## config.mk

```make
export PLATFORM = sky130hd
export DESIGN_NAME = prio_irq_ctrl
export DESIGN_NICKNAME = d
export VERILOG_FILES = /design/src/rtl/prio_irq_pkg.sv /design/src/rtl/irq_pick.sv /design/src/rtl/irq_edge_req.sv /design/src/rtl/irq_svc_reg.sv /design/src/rtl/prio_irq_ctrl.sv
export SDC_FILE = /design/constraint.sdc
export NUM_CORES = 1
export LEC_CHECK = 0
export BUFFER_PORTS_ARGS = -buffer_cell sky130_fd_sc_hd__buf_2
export CAP_MARGIN = 20
export CORE_MARGIN = 4
export CORE_UTILIZATION = 26
export DETAILED_ROUTE_END_ITERATION = 6
export GPL_ROUTABILITY_DRIVEN = 0
export PLACE_DENSITY = 0.51
export SLEW_MARGIN = 20
export SYNTH_ARGS = -nofsm -noshare
export SYNTH_HDL_FRONTEND = slang
export SYNTH_SLANG_ARGS = --single-unit
```

## constraint.sdc

```tcl
create_clock -name clk -period 2.8 [get_ports clk]
set_clock_uncertainty 0.2 [all_clocks]
set_input_delay 0.14 -clock clk [delete_from_list [all_inputs] [get_ports clk]]
set_output_delay 0.14 -clock clk [all_outputs]
set_load 0.05 [all_outputs]
```

## src/rtl/prio_irq_pkg.sv

```systemverilog
package prio_irq_pkg;

   typedef enum logic [1:0] {
      SEL_MASK = 2'd0,
      SEL_BASE = 2'd1,
      SEL_EOI  = 2'd2,
      SEL_NONE = 2'd3
   } reg_sel_e;

   typedef enum logic {
      PH_IDLE     = 1'b0,
      PH_WAIT_VEC = 1'b1
   } ack_phase_e;

endpackage

```

## src/rtl/irq_pick.sv

```systemverilog
module irq_pick #(
   parameter int N   = 8,
   parameter int IDW = $clog2(N)
) (
   input  logic [N-1:0]   req,
   output logic [N-1:0]   onehot,
   output logic [IDW-1:0] idx,
   output logic           any
);
   logic [N-1:0] seen;

   for (genvar i = 0; i < N; i++) begin : g_seen
      if (i == 0) begin : g_first
         assign seen[i] = 1'b0;
      end else begin : g_rest
         assign seen[i] = seen[i-1] | req[i-1];
      end
   end

   assign onehot = req & ~seen;
   assign any    = |req;

   always_comb begin
      idx = '0;
      for (int i = 0; i < N; i++) begin
         if (onehot[i]) idx = i[IDW-1:0];
      end
   end
endmodule

```

## src/rtl/irq_edge_req.sv

```systemverilog
module irq_edge_req #(
   parameter int N = 8
) (
   input  logic         clk,
   input  logic         rst_n,
   input  logic [N-1:0] line,
   input  logic [N-1:0] clr,
   output logic [N-1:0] req_q
);
   logic [N-1:0] line_d;
   logic [N-1:0] rise;

   assign rise = line & ~line_d;

   always_ff @(posedge clk) begin
      if (!rst_n) begin
         line_d <= '0;
         req_q  <= '0;
      end else begin
         line_d <= line;
         req_q  <= (req_q & ~clr) | rise;
      end
   end


   req_set_chk: assert property (@(posedge clk) disable iff (!rst_n)
      (|rise) |=> ((req_q & $past(rise)) == $past(rise)));
endmodule

```

## src/rtl/irq_svc_reg.sv

```systemverilog
module irq_svc_reg #(
   parameter int N   = 8,
   parameter int IDW = $clog2(N)
) (
   input  logic         clk,
   input  logic         rst_n,
   input  logic [N-1:0] set_vec,
   input  logic         eoi,
   output logic [N-1:0] isr_q,
   output logic [N-1:0] allow
);
   logic [N-1:0]   blk;
   logic [N-1:0]   top_onehot;
   logic [IDW-1:0] top_idx;
   logic           top_any;
   logic [N-1:0]   eoi_clr;

   for (genvar i = 0; i < N; i++) begin : g_blk
      if (i == 0) begin : g_first
         assign blk[i] = isr_q[i];
      end else begin : g_rest
         assign blk[i] = blk[i-1] | isr_q[i];
      end
   end
   assign allow = ~blk;

   irq_pick #(.N(N), .IDW(IDW)) u_top (
      .req    (isr_q),
      .onehot (top_onehot),
      .idx    (top_idx),
      .any    (top_any)
   );

   assign eoi_clr = eoi ? top_onehot : '0;

   always_ff @(posedge clk) begin
      if (!rst_n) isr_q <= '0;
      else        isr_q <= (isr_q | set_vec) & ~eoi_clr;
   end


   isr_set_chk: assert property (@(posedge clk) disable iff (!rst_n)
      (|set_vec) |=> ((isr_q & $past(set_vec)) == $past(set_vec)));


   eoi_clear_chk: assert property (@(posedge clk) disable iff (!rst_n)
      (eoi && top_any) |=> (isr_q[$past(top_idx)] == 1'b0));
endmodule

```

## src/rtl/prio_irq_ctrl.sv

```systemverilog
module prio_irq_ctrl
   import prio_irq_pkg::*;
#(
   parameter int N_LINES = 8,
   parameter int VEC_W   = 8
) (
   input  logic               clk,
   input  logic               rst_n,
   input  logic [N_LINES-1:0] irq_line,
   input  logic               ack_pulse,
   input  logic               reg_wr,
   input  logic [1:0]         reg_sel,
   input  logic [VEC_W-1:0]   reg_wdata,
   output logic               cpu_int,
   output logic               vec_valid,
   output logic [VEC_W-1:0]   vec_data
);
   localparam int ID_W   = $clog2(N_LINES);
   localparam int BASE_W = VEC_W - ID_W;
   localparam logic [ID_W-1:0] SPUR_ID = ID_W'(N_LINES - 1);

   if (N_LINES < 2 || (1 << ID_W) != N_LINES) begin : g_bad_lines
      $error("N_LINES must be a power of two of at least 2");
   end
   if (VEC_W <= ID_W || VEC_W < N_LINES) begin : g_bad_vec
      $error("VEC_W must exceed the line-number width and cover the mask");
   end

   logic [N_LINES-1:0] req_q, mask_q, isr_q, allow, elig;
   logic [N_LINES-1:0] win_onehot, take_vec;
   logic [ID_W-1:0]    win_idx, held_id;
   logic               win_any, first_ack, second_ack, eoi_cmd;
   logic [BASE_W-1:0]  base_q;
   ack_phase_e         phase_q;
   reg_sel_e           sel;

   assign sel = reg_sel_e'(reg_sel);

   irq_edge_req #(.N(N_LINES)) u_req (
      .clk   (clk),
      .rst_n (rst_n),
      .line  (irq_line),
      .clr   (take_vec),
      .req_q (req_q)
   );

   irq_svc_reg #(.N(N_LINES), .IDW(ID_W)) u_svc (
      .clk     (clk),
      .rst_n   (rst_n),
      .set_vec (take_vec),
      .eoi     (eoi_cmd),
      .isr_q   (isr_q),
      .allow   (allow)
   );

   assign elig = req_q & ~mask_q & allow;

   irq_pick #(.N(N_LINES), .IDW(ID_W)) u_win (
      .req    (elig),
      .onehot (win_onehot),
      .idx    (win_idx),
      .any    (win_any)
   );

   assign cpu_int    = win_any;
   assign first_ack  = ack_pulse && (phase_q == PH_IDLE);
   assign second_ack = ack_pulse && (phase_q == PH_WAIT_VEC);
   assign take_vec   = first_ack ? win_onehot : '0;
   assign eoi_cmd    = reg_wr && (sel == SEL_EOI);

   always_ff @(posedge clk) begin
      if (!rst_n) begin
         mask_q <= '0;
         base_q <= '0;
      end else if (reg_wr) begin
         if (sel == SEL_MASK) mask_q <= reg_wdata[N_LINES-1:0];
         if (sel == SEL_BASE) base_q <= reg_wdata[VEC_W-1:ID_W];
      end
   end

   always_ff @(posedge clk) begin
      if (!rst_n) begin
         phase_q   <= PH_IDLE;
         held_id   <= '0;
         vec_valid <= 1'b0;
         vec_data  <= '0;
      end else begin
         vec_valid <= second_ack;
         if (first_ack) begin
            phase_q <= PH_WAIT_VEC;
            held_id <= win_any ? win_idx : SPUR_ID;
         end
         if (second_ack) begin
            phase_q  <= PH_IDLE;
            vec_data <= {base_q, held_id};
         end
      end
   end


   vec_single_chk: assert property (@(posedge clk) disable iff (!rst_n)
      vec_valid |=> !vec_valid);


   vec_id_chk: assert property (@(posedge clk) disable iff (!rst_n)
      second_ack |=> (vec_data[ID_W-1:0] == $past(held_id)));


   spur_id_chk: assert property (@(posedge clk) disable iff (!rst_n)
      (first_ack && !win_any) |=> (held_id == SPUR_ID));
endmodule

```

==> summary.txt <==
Outcome: finished, final reports clean
Post-Route WL: 4320 um
Reg2reg start: u_svc.isr_q[0]
Clock insertion delay at the later pin of the skew report: 0.32 ns
Area of the mapped netlist: 2100 um2
Yosys warns: 0
Htree depth: 2
# DRC: 0
Complex-gate fraction of the synthesized area: 14.4%
Clk sink count: 50
Vias/cell: 4.41
Die width: 97.8 um
Die area: 9570 um2
Critical Path Source Type: register
Final Hold Fails: 0
Hold depth: 5
Initial Util: 27.0%
Largest family of logic cells by synthesized area: simple AND/OR/NAND/NOR gates
Final core occ: 33.6%
CTS tree: built
Max-Slew Margin vs Limit: 50.1%
CTS root buffer: clkbuf_8
Register area share after synthesis: 47.7%
Antenna Cells: 0
FF-to-FF End: held_id[0]
Synth-to-Final Area Change: 24.2%
Antenna violations before repair: 0
Total GRT Usage: 9.55%
Adder-Cell Fraction of Synth Area: 0%
Power density over the cells: 545 nW/um2
Hold path start: reg_sel[0]
Cells after DPL: 343
Leakage power: 1.03 nW
Maximum capacitance violations: 0
Setup tns final: 0 ns
Detailed Route Iter0 Violations: 78
Period utilisation layout: 87.8%
Peak fanout along the critical path: 10
Fin cells: 368
Cells on worst reg2reg path: 5
FP Rows: 32
Grt total ovfl: 0
Die Y: 97.8 um
Main synth FF type: dfxtp_1
Post-CTS Setup Bufs: 0
Overall Power: 1.42 mW
# nets final: 287
Count of buffers from port buffering: 31
Critical Path Sink Type: output port
Cell variety after synth: 42
I/O Pins: 32
Peak VDD IR: 172 uV
Max-slew violations: 0
PostCTS Resize Cnt: 0
RSZ-0062 raised after global routing: false
CTS hold repair buffers: 17
Largest area contributor in the netlist: dfxtp_1
Post-synth top cells: 50 x dfxtp_1, 22 x nand2_1, 22 x nor2b_1, 16 x a21boi_0, 13 x mux2i_1
Syn nets: 240
Post-synth EDFFs: 0
Post-Synth Simple-Gate Area: 28.2%
Top cell type's share of synthesized area: 47.7%
CTS max path bufs: 2
Reg clk slew, reported paths: 0.11 ns
Worst reg2reg setup slack: 0.65 ns
Top-count cell post-synth: dfxtp_1
Mapped Cells: 218
Worst Hold Class: input pin to register
Hold Path End: mask_q[5]
DPL Wire Length: 3150 um
FF+latch count, synth: 50
Core area: 7770 um2
Slew @ Worst Pin: 0.749 ns
Pre-antenna DRT Iters: 6
Synth area leaders: dfxtp_1 48%, nor2b_1 6.6%, mux2i_1 6.2%, a21boi_0 5.7%, nand2_1 3.9%
FMAX: 407 MHz
Post-synthesis mux area share: 6.20%
Num CTS Buffers: 5
Layout cell share with drive strength beyond 1: 19.2%
Vias in the first global route: 1,540
Data required time of the worst path: 2.46 ns
Via count: 1,622
CP arrival: 2.12 ns
Setup Crit Path Kind: register to output port
Fin crit period: 2.46 ns
Mean routed wirelength per cell: 11.7 um
Post-Synth XOR/XNOR Area: 0%
Detail Route Antenna Nets: 0
First-pass GRT wire length: 7460 um
Synth Area per Inst: 9.63 um2
Final setup vio count: 0
Largest net degree at the start of global routing: 51
Async SR Flop Fraction: 0%
-- flip-flops by register name, indices dropped and copies added, names as in the netlist --
register	count
u_req.req_q	8
u_req.line_d	8
base_q	5
u_svc.isr_q	8
held_id	3
phase_q	1
mask_q	8
vec_valid	1
vec_data	8
-- cell families (layout without fill, tap and decap cells) --
family,Yosys count,count (layout)
AOI/OAI and AO/OA,41,41
and+or+nand+nor,100,100
muxes,13,13
DFF,50,50
buffers and inverters,14,62
-- per-layer routing --
metal	vias up	track usage, %	wire, um	share of wire [%]
met4	0	3.83	75	1.7
met3	8	2.64	189	4.4
met2	26	14.8	1930	45
met1	732	12.6	2120	49
li1	856	-	-	-
met5	-	0	0	0
-- layout make-up --
class                   instances  area [um2]
well taps                     102         128
repair buffers                 51         348
fillers                       840        5160
flip-flops and latches         50        1000
inverters                       3        11.3
clock inverters                 3        25.0
clock buffers                   5        68.8
multi-input cells             154        1020
-- metrics by stage --
stage / instance area, um2 / hold slack, ns / setup slack [ns]
2_1_floorplan: 2100 / 0.0466 / 0.598
3_3_place_gp: 2340 / 0.148 / 0.663
3_5_place_dp: 2340 / 0.150 / 0.636
4_1_cts: 2610 / 0.177 / 0.332
5_1_grt: 2610 / 0.207 / 0.211
6_report: 2610 / 0.177 / 0.342
-- placed cells by master (no fill, tap or decap), drive strengths merged, types with 2 or more instances in the layout --
| cell type | n |
|---|---|
| and2b | 3 |
| o21ai | 7 |
| nand3 | 11 |
| mux2i | 13 |
| nor2 | 2 |
| nor3b | 4 |
| nand2b | 5 |
| clkbuf | 5 |
| nor4b | 2 |
| o31ai | 2 |
| buf | 34 |
| or4 | 2 |
| and2 | 6 |
| or2b | 3 |
| o21a | 2 |
| dlygate4sd3 | 17 |
| dfxtp | 50 |
| nand3b | 3 |
| nor3 | 10 |
| a21boi | 16 |
| inv | 4 |
| o311ai | 2 |
| nor2b | 22 |
| nand2 | 22 |
| a21oi | 6 |
-- report_power, final --
| group | switching, mW | total, mW | leakage, nW | internal [mW] |
|---|---|---|---|---|
| Clock | 0.256 | 0.437 | 0.0447 | 0.181 |
| Combinational | 0.114 | 0.217 | 0.579 | 0.103 |
| Sequential | 0.0222 | 0.768 | 0.410 | 0.746 |
| Total | 0.392 | 1.42 | 1.03 | 1.03 |
-- critical path, cell delays in order, from the launching register on --
cell      delay (ns)
dfxtp_1         0.39
or4_4           0.61
o2bb2a_4        0.24
nor3b_4         0.16
nand3_1         0.14
buf_2           0.27
-- how the worst max path moves through the flow --
stage          depth (start not counted)           start        endpoint  slack (ns)
2_1_floorplan                          6  u_svc.isr_q[0]         cpu_int        0.60
3_3_place_gp                           5  u_svc.isr_q[0]      held_id[0]        0.66
3_5_place_dp                           5  u_svc.isr_q[0]  u_req.req_q[6]        0.64
4_1_cts                                5  u_svc.isr_q[0]         cpu_int        0.33
5_1_grt                                5  u_svc.isr_q[0]         cpu_int        0.21
6_report                               5  u_svc.isr_q[0]         cpu_int        0.34
Power figures use the tool's default switching activity.
